## src/rtl/scm_pkg.sv

```systemverilog
package scm_pkg;
    localparam int MODE_BITS  = 6;
    localparam int PAD_BITS   = 2;
    localparam int CHANNELS   = 4;
    localparam int SYNC_DEPTH = 2;
    localparam int WORD_BITS  = MODE_BITS + PAD_BITS + CHANNELS;
endpackage

```

## src/rtl/scm_sync.sv

```systemverilog
module scm_sync #(
    parameter int WIDTH  = 4,
    parameter int STAGES = 2,
    parameter logic [WIDTH-1:0] RST_VAL = '0
) (
    input  logic             clk,
    input  logic             rst_n,
    input  logic [WIDTH-1:0] async_i,
    output logic [WIDTH-1:0] sync_o
);
    typedef struct packed {
        logic [STAGES-1:0][WIDTH-1:0] pipe;
    } sync_st_t;

    sync_st_t st_d, st_q;

    always_comb begin
        st_d = st_q;
        st_d.pipe[0] = async_i;
        for (int s = 1; s < STAGES; s++) begin
            st_d.pipe[s] = st_q.pipe[s-1];
        end
    end

    always_ff @(posedge clk or negedge rst_n) begin
        if (!rst_n) st_q.pipe <= {STAGES{RST_VAL}};
        else        st_q <= st_d;
    end

    assign sync_o = st_q.pipe[STAGES-1];
endmodule

```

## src/rtl/scm_front.sv

```systemverilog
module scm_front #(
    parameter int MODE_W = 6,
    parameter int PAD_W  = 2,
    parameter int NUM_CH = 4,
    localparam int WORD_W = MODE_W + PAD_W + NUM_CH
) (
    input  logic              clk,
    input  logic              rst_n,
    input  logic              sclk_s,
    input  logic              sdin_s,
    input  logic              sel_n_s,
    output logic [MODE_W-1:0] mode_o,
    output logic [NUM_CH-1:0] en_o
);
    localparam logic [WORD_W-1:0] IN_RST = {{NUM_CH{1'b1}}, {(MODE_W+PAD_W){1'b0}}};

    typedef struct packed {
        logic              sclk_prev;
        logic              sel_prev;
        logic [WORD_W-1:0] shreg;
        logic [WORD_W-1:0] inreg;
    } front_st_t;

    front_st_t st_d, st_q;
    logic shift_evt, cap_evt;

    always_comb begin
        st_d = st_q;
        shift_evt = !sel_n_s && sclk_s && !st_q.sclk_prev;
        cap_evt   = sel_n_s && !st_q.sel_prev;
        st_d.sclk_prev = sclk_s;
        st_d.sel_prev  = sel_n_s;
        if (shift_evt) st_d.shreg = {sdin_s, st_q.shreg[WORD_W-1:1]};
        if (cap_evt)   st_d.inreg = st_q.shreg;
    end

    always_ff @(posedge clk or negedge rst_n) begin
        if (!rst_n) begin
            st_q.sclk_prev <= 1'b0;
            st_q.sel_prev  <= 1'b1;
            st_q.shreg     <= '0;
            st_q.inreg     <= IN_RST;
        end else begin
            st_q <= st_d;
        end
    end

    assign mode_o = st_q.inreg[MODE_W-1:0];
    assign en_o   = st_q.inreg[WORD_W-1 -: NUM_CH];


    shift_hold_chk: assert property (@(posedge clk) disable iff (!rst_n)
        sel_n_s |=> $stable(st_q.shreg));

    capture_copy_chk: assert property (@(posedge clk) disable iff (!rst_n)
        (sel_n_s && !st_q.sel_prev) |=> st_q.inreg == $past(st_q.shreg));

    capture_only_chk: assert property (@(posedge clk) disable iff (!rst_n)
        !(sel_n_s && !st_q.sel_prev) |=> $stable(st_q.inreg));
endmodule

```

## src/rtl/scm_bank.sv

```systemverilog
module scm_bank #(
    parameter int MODE_W = 6,
    parameter int NUM_CH = 4
) (
    input  logic                           clk,
    input  logic                           rst_n,
    input  logic                           ld_n_s,
    input  logic [MODE_W-1:0]              mode_i,
    input  logic [NUM_CH-1:0]              en_i,
    output logic [NUM_CH-1:0][MODE_W-1:0]  ch_o
);
    typedef struct packed {
        logic [NUM_CH-1:0][MODE_W-1:0] ch;
    } bank_st_t;

    bank_st_t st_d, st_q;

    always_comb begin
        st_d = st_q;
        for (int i = 0; i < NUM_CH; i++) begin
            if (!ld_n_s && en_i[i]) st_d.ch[i] = mode_i;
        end
    end

    always_ff @(posedge clk or negedge rst_n) begin
        if (!rst_n) st_q.ch <= '0;
        else        st_q <= st_d;
    end

    assign ch_o = st_q.ch;

    for (genvar g = 0; g < NUM_CH; g++) begin : g_chk

        no_load_hold_chk: assert property (@(posedge clk) disable iff (!rst_n)
            ld_n_s |=> $stable(st_q.ch[g]));

        masked_hold_chk: assert property (@(posedge clk) disable iff (!rst_n)
            (!ld_n_s && !en_i[g]) |=> $stable(st_q.ch[g]));

        load_copy_chk: assert property (@(posedge clk) disable iff (!rst_n)
            (!ld_n_s && en_i[g]) |=> st_q.ch[g] == $past(mode_i));
    end
endmodule

```

## src/rtl/scm_top.sv

```systemverilog
module scm_top #(
    parameter int MODE_W = scm_pkg::MODE_BITS,
    parameter int PAD_W  = scm_pkg::PAD_BITS,
    parameter int SYNC_N = scm_pkg::SYNC_DEPTH
) (
    input  logic              clk,
    input  logic              rst_n,
    input  logic              sclk,
    input  logic              sdin,
    input  logic              sel_n,
    input  logic              ld_n,
    output logic [MODE_W-1:0] chan0_mode,
    output logic [MODE_W-1:0] chan1_mode,
    output logic [MODE_W-1:0] chan2_mode,
    output logic [MODE_W-1:0] chan3_mode
);
    localparam int NUM_CH = 4;

    logic [3:0]                     pins_s;
    logic [MODE_W-1:0]              mode_w;
    logic [NUM_CH-1:0]              en_w;
    logic [NUM_CH-1:0][MODE_W-1:0]  ch_w;

    // order: ld_n, sel_n, sdin, sclk; strobes idle high
    scm_sync #(.WIDTH(4), .STAGES(SYNC_N), .RST_VAL(4'b1100)) u_sync (
        .clk     (clk),
        .rst_n   (rst_n),
        .async_i ({ld_n, sel_n, sdin, sclk}),
        .sync_o  (pins_s)
    );

    scm_front #(.MODE_W(MODE_W), .PAD_W(PAD_W), .NUM_CH(NUM_CH)) u_front (
        .clk     (clk),
        .rst_n   (rst_n),
        .sclk_s  (pins_s[0]),
        .sdin_s  (pins_s[1]),
        .sel_n_s (pins_s[2]),
        .mode_o  (mode_w),
        .en_o    (en_w)
    );

    scm_bank #(.MODE_W(MODE_W), .NUM_CH(NUM_CH)) u_bank (
        .clk    (clk),
        .rst_n  (rst_n),
        .ld_n_s (pins_s[3]),
        .mode_i (mode_w),
        .en_i   (en_w),
        .ch_o   (ch_w)
    );

    assign chan0_mode = ch_w[0];
    assign chan1_mode = ch_w[1];
    assign chan2_mode = ch_w[2];
    assign chan3_mode = ch_w[3];


    reset_zero_chk: assert property (@(posedge clk)
        !rst_n |-> (ch_w == '0));
endmodule

```

## config.mk

```make
export PLATFORM = sky130hd
export DESIGN_NAME = scm_top
export DESIGN_NICKNAME = d
export VERILOG_FILES = /design/src/rtl/scm_pkg.sv /design/src/rtl/scm_sync.sv /design/src/rtl/scm_front.sv /design/src/rtl/scm_bank.sv /design/src/rtl/scm_top.sv
export SDC_FILE = /design/constraint.sdc
export NUM_CORES = 1
export LEC_CHECK = 0
export ABC_CLOCK_PERIOD_IN_PS = 4000
export CAP_MARGIN = 20
export CORE_AREA = 4 4 63 77
export DETAILED_ROUTE_END_ITERATION = 10
export DIE_AREA = 0 0 67 81
export DONT_BUFFER_PORTS = 1
export SYNTH_ARGS = -nofsm -noshare
export SYNTH_HDL_FRONTEND = slang
export SYNTH_SLANG_ARGS = --single-unit
```

## constraint.sdc

```tcl
create_clock -name clk -period 4 [get_ports clk]
set_clock_uncertainty 0.15 [all_clocks]
set_input_delay 1.2 -clock clk [delete_from_list [all_inputs] [get_ports clk]]
set_output_delay 1.2 -clock clk [all_outputs]
set_load 0.01 [all_outputs]
```

[Word-level counts from Yosys, hierarchy flattened]
Index checks and enable logic that the tools add are counted.
W data, S select, Z words.
Storage, ports and cells
  input bits: 6
  register bits: 58
  logic and storage cells: 21
Operators by class
  reductions and logical operators: 11
Operators with widths (number)
  $logic_and A1 B1 Y1: 7
  $logic_not A1 Y1: 4

[Logic depth before layout (Yosys ltp)]
  depth in word-level cells: 3
  mapped depth: 3
  gate-level depth less buffers: 2

[By module]
A second synthesis with hierarchy kept.
Unflattened totals
  cells, all modules: 124
  area total of the unflattened synthesis: 2203.4 µm²
Modules (own cells, without submodules)
  scm_bank: cells an instance 56, seq. area each 600.6 µm², area an instance 1031.0 µm², times used 1
  scm_front: cells an instance 60, seq. area each 606.8 µm², area an instance 967.2 µm², times used 1
  scm_sync: cells an instance 8, seq. area each 205.2 µm², area an instance 205.2 µm², times used 1

[Worst setup path after synthesis]
No wires, ideal clock.
  path type: register to output
  from: reg u_bank.st_q (netlist bit u_bank.ch_o[0])
  to: out chan0_mode[0]
  arrival: 382 ps
  cell stages (with the launch flop): 1
  buffers on the path: 0
  slack: 2268 ps
  cell sequence: dfrtp_1
RTL lines
  start: declaration: line scm_bank.sv:16  | bank_st_t st_d, st_q;
  start signal: assignment: line scm_bank.sv:27  | else st_q <= st_d;
  end: declaration: line scm_top.sv:12  | output logic [MODE_W-1:0] chan0_mode,
No word-level cell between the ends.

[Final worst setup path]
  from: reg u_bank.st_q (netlist bit u_bank.ch_o[8])
  to: out chan1_mode[2]
RTL lines
  end: declaration: line scm_top.sv:13  | output logic [MODE_W-1:0] chan1_mode,
No word-level cell between the ends.

==> results.sh <==
export IMPL_status="complete, no violations"
export IMPL_synth_warnings=0
export IMPL_max_vdd_ir_drop_mv=0.2927
export IMPL_swShare_pct=25.12
export IMPL_clk_pin_slew_ns=0.09
export IMPL_synth_area_leaders="dfrtp_1 (58%), mux2_2 (26%), dfstp_2 (12%)"
export IMPL_grt_ovfl_total=0
export IMPL_drc=0
export IMPL_syn_area_per_cell_um2=17.69
export IMPL_utilization_pct=51.91
export IMPL_cp_arrival_ns=0.73
export IMPL_end_kind="output port"
export IMPL_syn_nets=120
export IMPL_die_y_um=81
export IMPL_cap_violations=0
export IMPL_hold_path_end="u_sync.sync_o[1]$_DFF_PN0_"
export IMPL_clockRootBuffer="clkbuf_8"
export IMPL_final_cells=172
export IMPL_p_sw_w=0.0003145
export IMPL_antenna_found_initial=0
export IMPL_core_area_um2=4131
export IMPL_hold_buffers=0
export IMPL_grt_pass1_vias=966
export IMPL_rsz0062_at_grt="no"
export IMPL_grt_pass1_wl_mm=4.871
export IMPL_vias_per_cell=5.116
export IMPL_cts_num_sinks=56
export IMPL_regArea_um2=1413
export IMPL_drt_first_pass_iters=4
export IMPL_p_seq_share_pct=62.8
export IMPL_synthesis_area_um2=2017
export IMPL_clkPwrFrac_pct=24.3
export IMPL_start_util_pct=48.82
export IMPL_postRouteAntennaNets=0
export IMPL_crit_fanout=2
export IMPL_final_setup_tns_ns=0
export IMPL_rrSetupSlack_ns=2.35
export IMPL_synth_seq_cells=56
export IMPL_period_share_pct=51.97
export IMPL_fin_crit_ns=2.079
export IMPL_gp_congestion=0.7012
export IMPL_dpl_instance_area_um2=2051
export IMPL_syn_instance_count=114
export IMPL_cts_tree="built"
export IMPL_diodes=0
export IMPL_hold_class="register to register"
export IMPL_crit_type="register to output port"
export IMPL_track_usage_pct=12.45
export IMPL_powerDensity_nw_per_um2=583.9
export IMPL_htreeDepth=2
export IMPL_cts_buffers=5
export IMPL_multi_input_area_um2=568.0
export IMPL_seq_area_frac_synth_pct=70.04
export IMPL_reg2reg_from="u_sync.sync_o[2]$_DFF_PN1_"
export IMPL_hold_viol=0
export IMPL_combPwrFrac_pct=12.9
export IMPL_critPathRequiredTime_ns=2.65
export IMPL_worstMarginPinSlew_ns=0.6505
export IMPL_p_leak_nw=1.024
export IMPL_worstRegToRegCells=2
export IMPL_clk_latency_ns=0.30
export IMPL_worst_hold_path_num_cells=0
export IMPL_grt_max_degree=57
export IMPL_max_slew_margin_pct=56.59
export IMPL_drive_gt1_share_pct=54.31
export IMPL_io_pins=30
export IMPL_drtIter0Drc=41
export IMPL_r2r_end="u_front.st_q[20]$_DFFE_PN0P_"
export IMPL_die_w_um=67
export IMPL_portBuffers=0
export IMPL_cts_resized_gates=0
export IMPL_slew_viol_final=0
export IMPL_avgRoutedWirePerCell_um=16.94
export IMPL_post_synth_top_area_cell="dfrtp_1"
export IMPL_timing_fmax_ghz=0.4811
export IMPL_synth_cell_types=7
export IMPL_p_int_w=0.0009377
export IMPL_finalSetupViolCount=0
export IMPL_synth_top_area_share_pct=58.31
export IMPL_total_power_w=0.001252
export IMPL_fill_cells=366
export IMPL_area_growth_pct=6.328
export IMPL_routed_wl_mm=2.913
export IMPL_layout_nets=121
export IMPL_start_kind="register"
export IMPL_vias=880
export IMPL_clk_path_buf_depth=2
export IMPL_rows=26
export IMPL_post_cts_setup_buffers=0
export IMPL_min_from="u_sync.st_d[5]$_DFF_PN0_"
export IMPL_dp_hpwl_mm=1.955
export IMPL_place_inst=164
export IMPL_die_area_um2=5427
export IMPL_fin_area_um2=2145
flip-flops by register name, indices dropped and copies added (netlist names):
register,count
u_front.st_q,14
u_front.en_o,4
u_front.mode_o,6
u_bank.ch_o,24
u_sync.st_d,4
u_sync.sync_o,4
layer usage:
metal	part of all wire (%)	track usage [%]	vias to the layer above	wire (um)
met5	0	0	-	0
met1	40	14.18	465	1173
met3	5.4	4.011	4	156
li1	-	-	391	-
met2	53	21.14	20	1531
met4	1.8	5.477	0	51
cell usage in the layout (no fill, tap or decap):
| master | instances |
|---|---|
| dfrtp_1 | 47 |
| mux2_2 | 46 |
| dfstp_2 | 9 |
| clkbuf_8 | 6 |
| nand2b_1 | 5 |
| nor3b_4 | 1 |
| clkinvlp_4 | 1 |
| clkbuf_1 | 1 |
Yosys cell counts:
master,number
nor3b_4,1
dfrtp_1,47
dfstp_2,9
buf_2,5
buf_6,1
nand2b_1,5
mux2_2,46
power by group through the flow:
stage / sequential, W / clock, W / combinational, W
global route: 0.000803 / 0.000337 / 0.000178
global placement: 0.000793 / 0 / 0.000162
finish: 0.000786 / 0.000305 / 0.000162
floorplan: 0.000773 / 0 / 0.000148
CTS: 0.000789 / 0.000321 / 0.000167
detailed placement: 0.000801 / 0 / 0.000167
cell families (layout without fill, tap and decap cells):
| kind of cell | Yosys count | in the layout | share of synthesized area, % |
|---|---|---|---|
| buffers and inverters | 6 | 8 | 1.799 |
| muxes | 46 | 46 | 25.68 |
| and+or+nand+nor | 6 | 6 | 2.481 |
| DFF | 56 | 56 | 70.04 |
worst max path at each step:
stage,start,end,slack [ns],cells past startpoint
floorplan,u_bank.ch_o[0]$_DFFE_PN0P_,chan0_mode[0],2.27,0
finish,u_bank.ch_o[8]$_DFFE_PN0P_,chan1_mode[2],1.92,0
CTS,u_bank.ch_o[14]$_DFFE_PN0P_,chan2_mode[2],1.91,0
detailed placement,u_bank.ch_o[7]$_DFFE_PN0P_,chan1_mode[1],2.25,0
global route,u_bank.ch_o[2]$_DFFE_PN0P_,chan0_mode[2],1.89,0
global placement,u_bank.ch_o[10]$_DFFE_PN0P_,chan1_mode[4],2.26,0
stage by stage:
step | setup WS (ns) | hold slack (ns)
4_1_cts | 1.908 | 0.2112
5_1_grt | 1.893 | 0.2169
6_report | 1.921 | 0.2076
2_1_floorplan | 2.268 | 0.1812
3_5_place_dp | 2.251 | 0.1918
3_3_place_gp | 2.256 | 0.1836
final cells by class:
cell class,instances,area share [%]
flip-flops and latches,56,65.87
multi-input cells,52,26.49
clock buffers,7,4.026
well taps,56,3.267
clock inverters,1,0.3501
No activity file was read; power rests on OpenSTA's default activity.
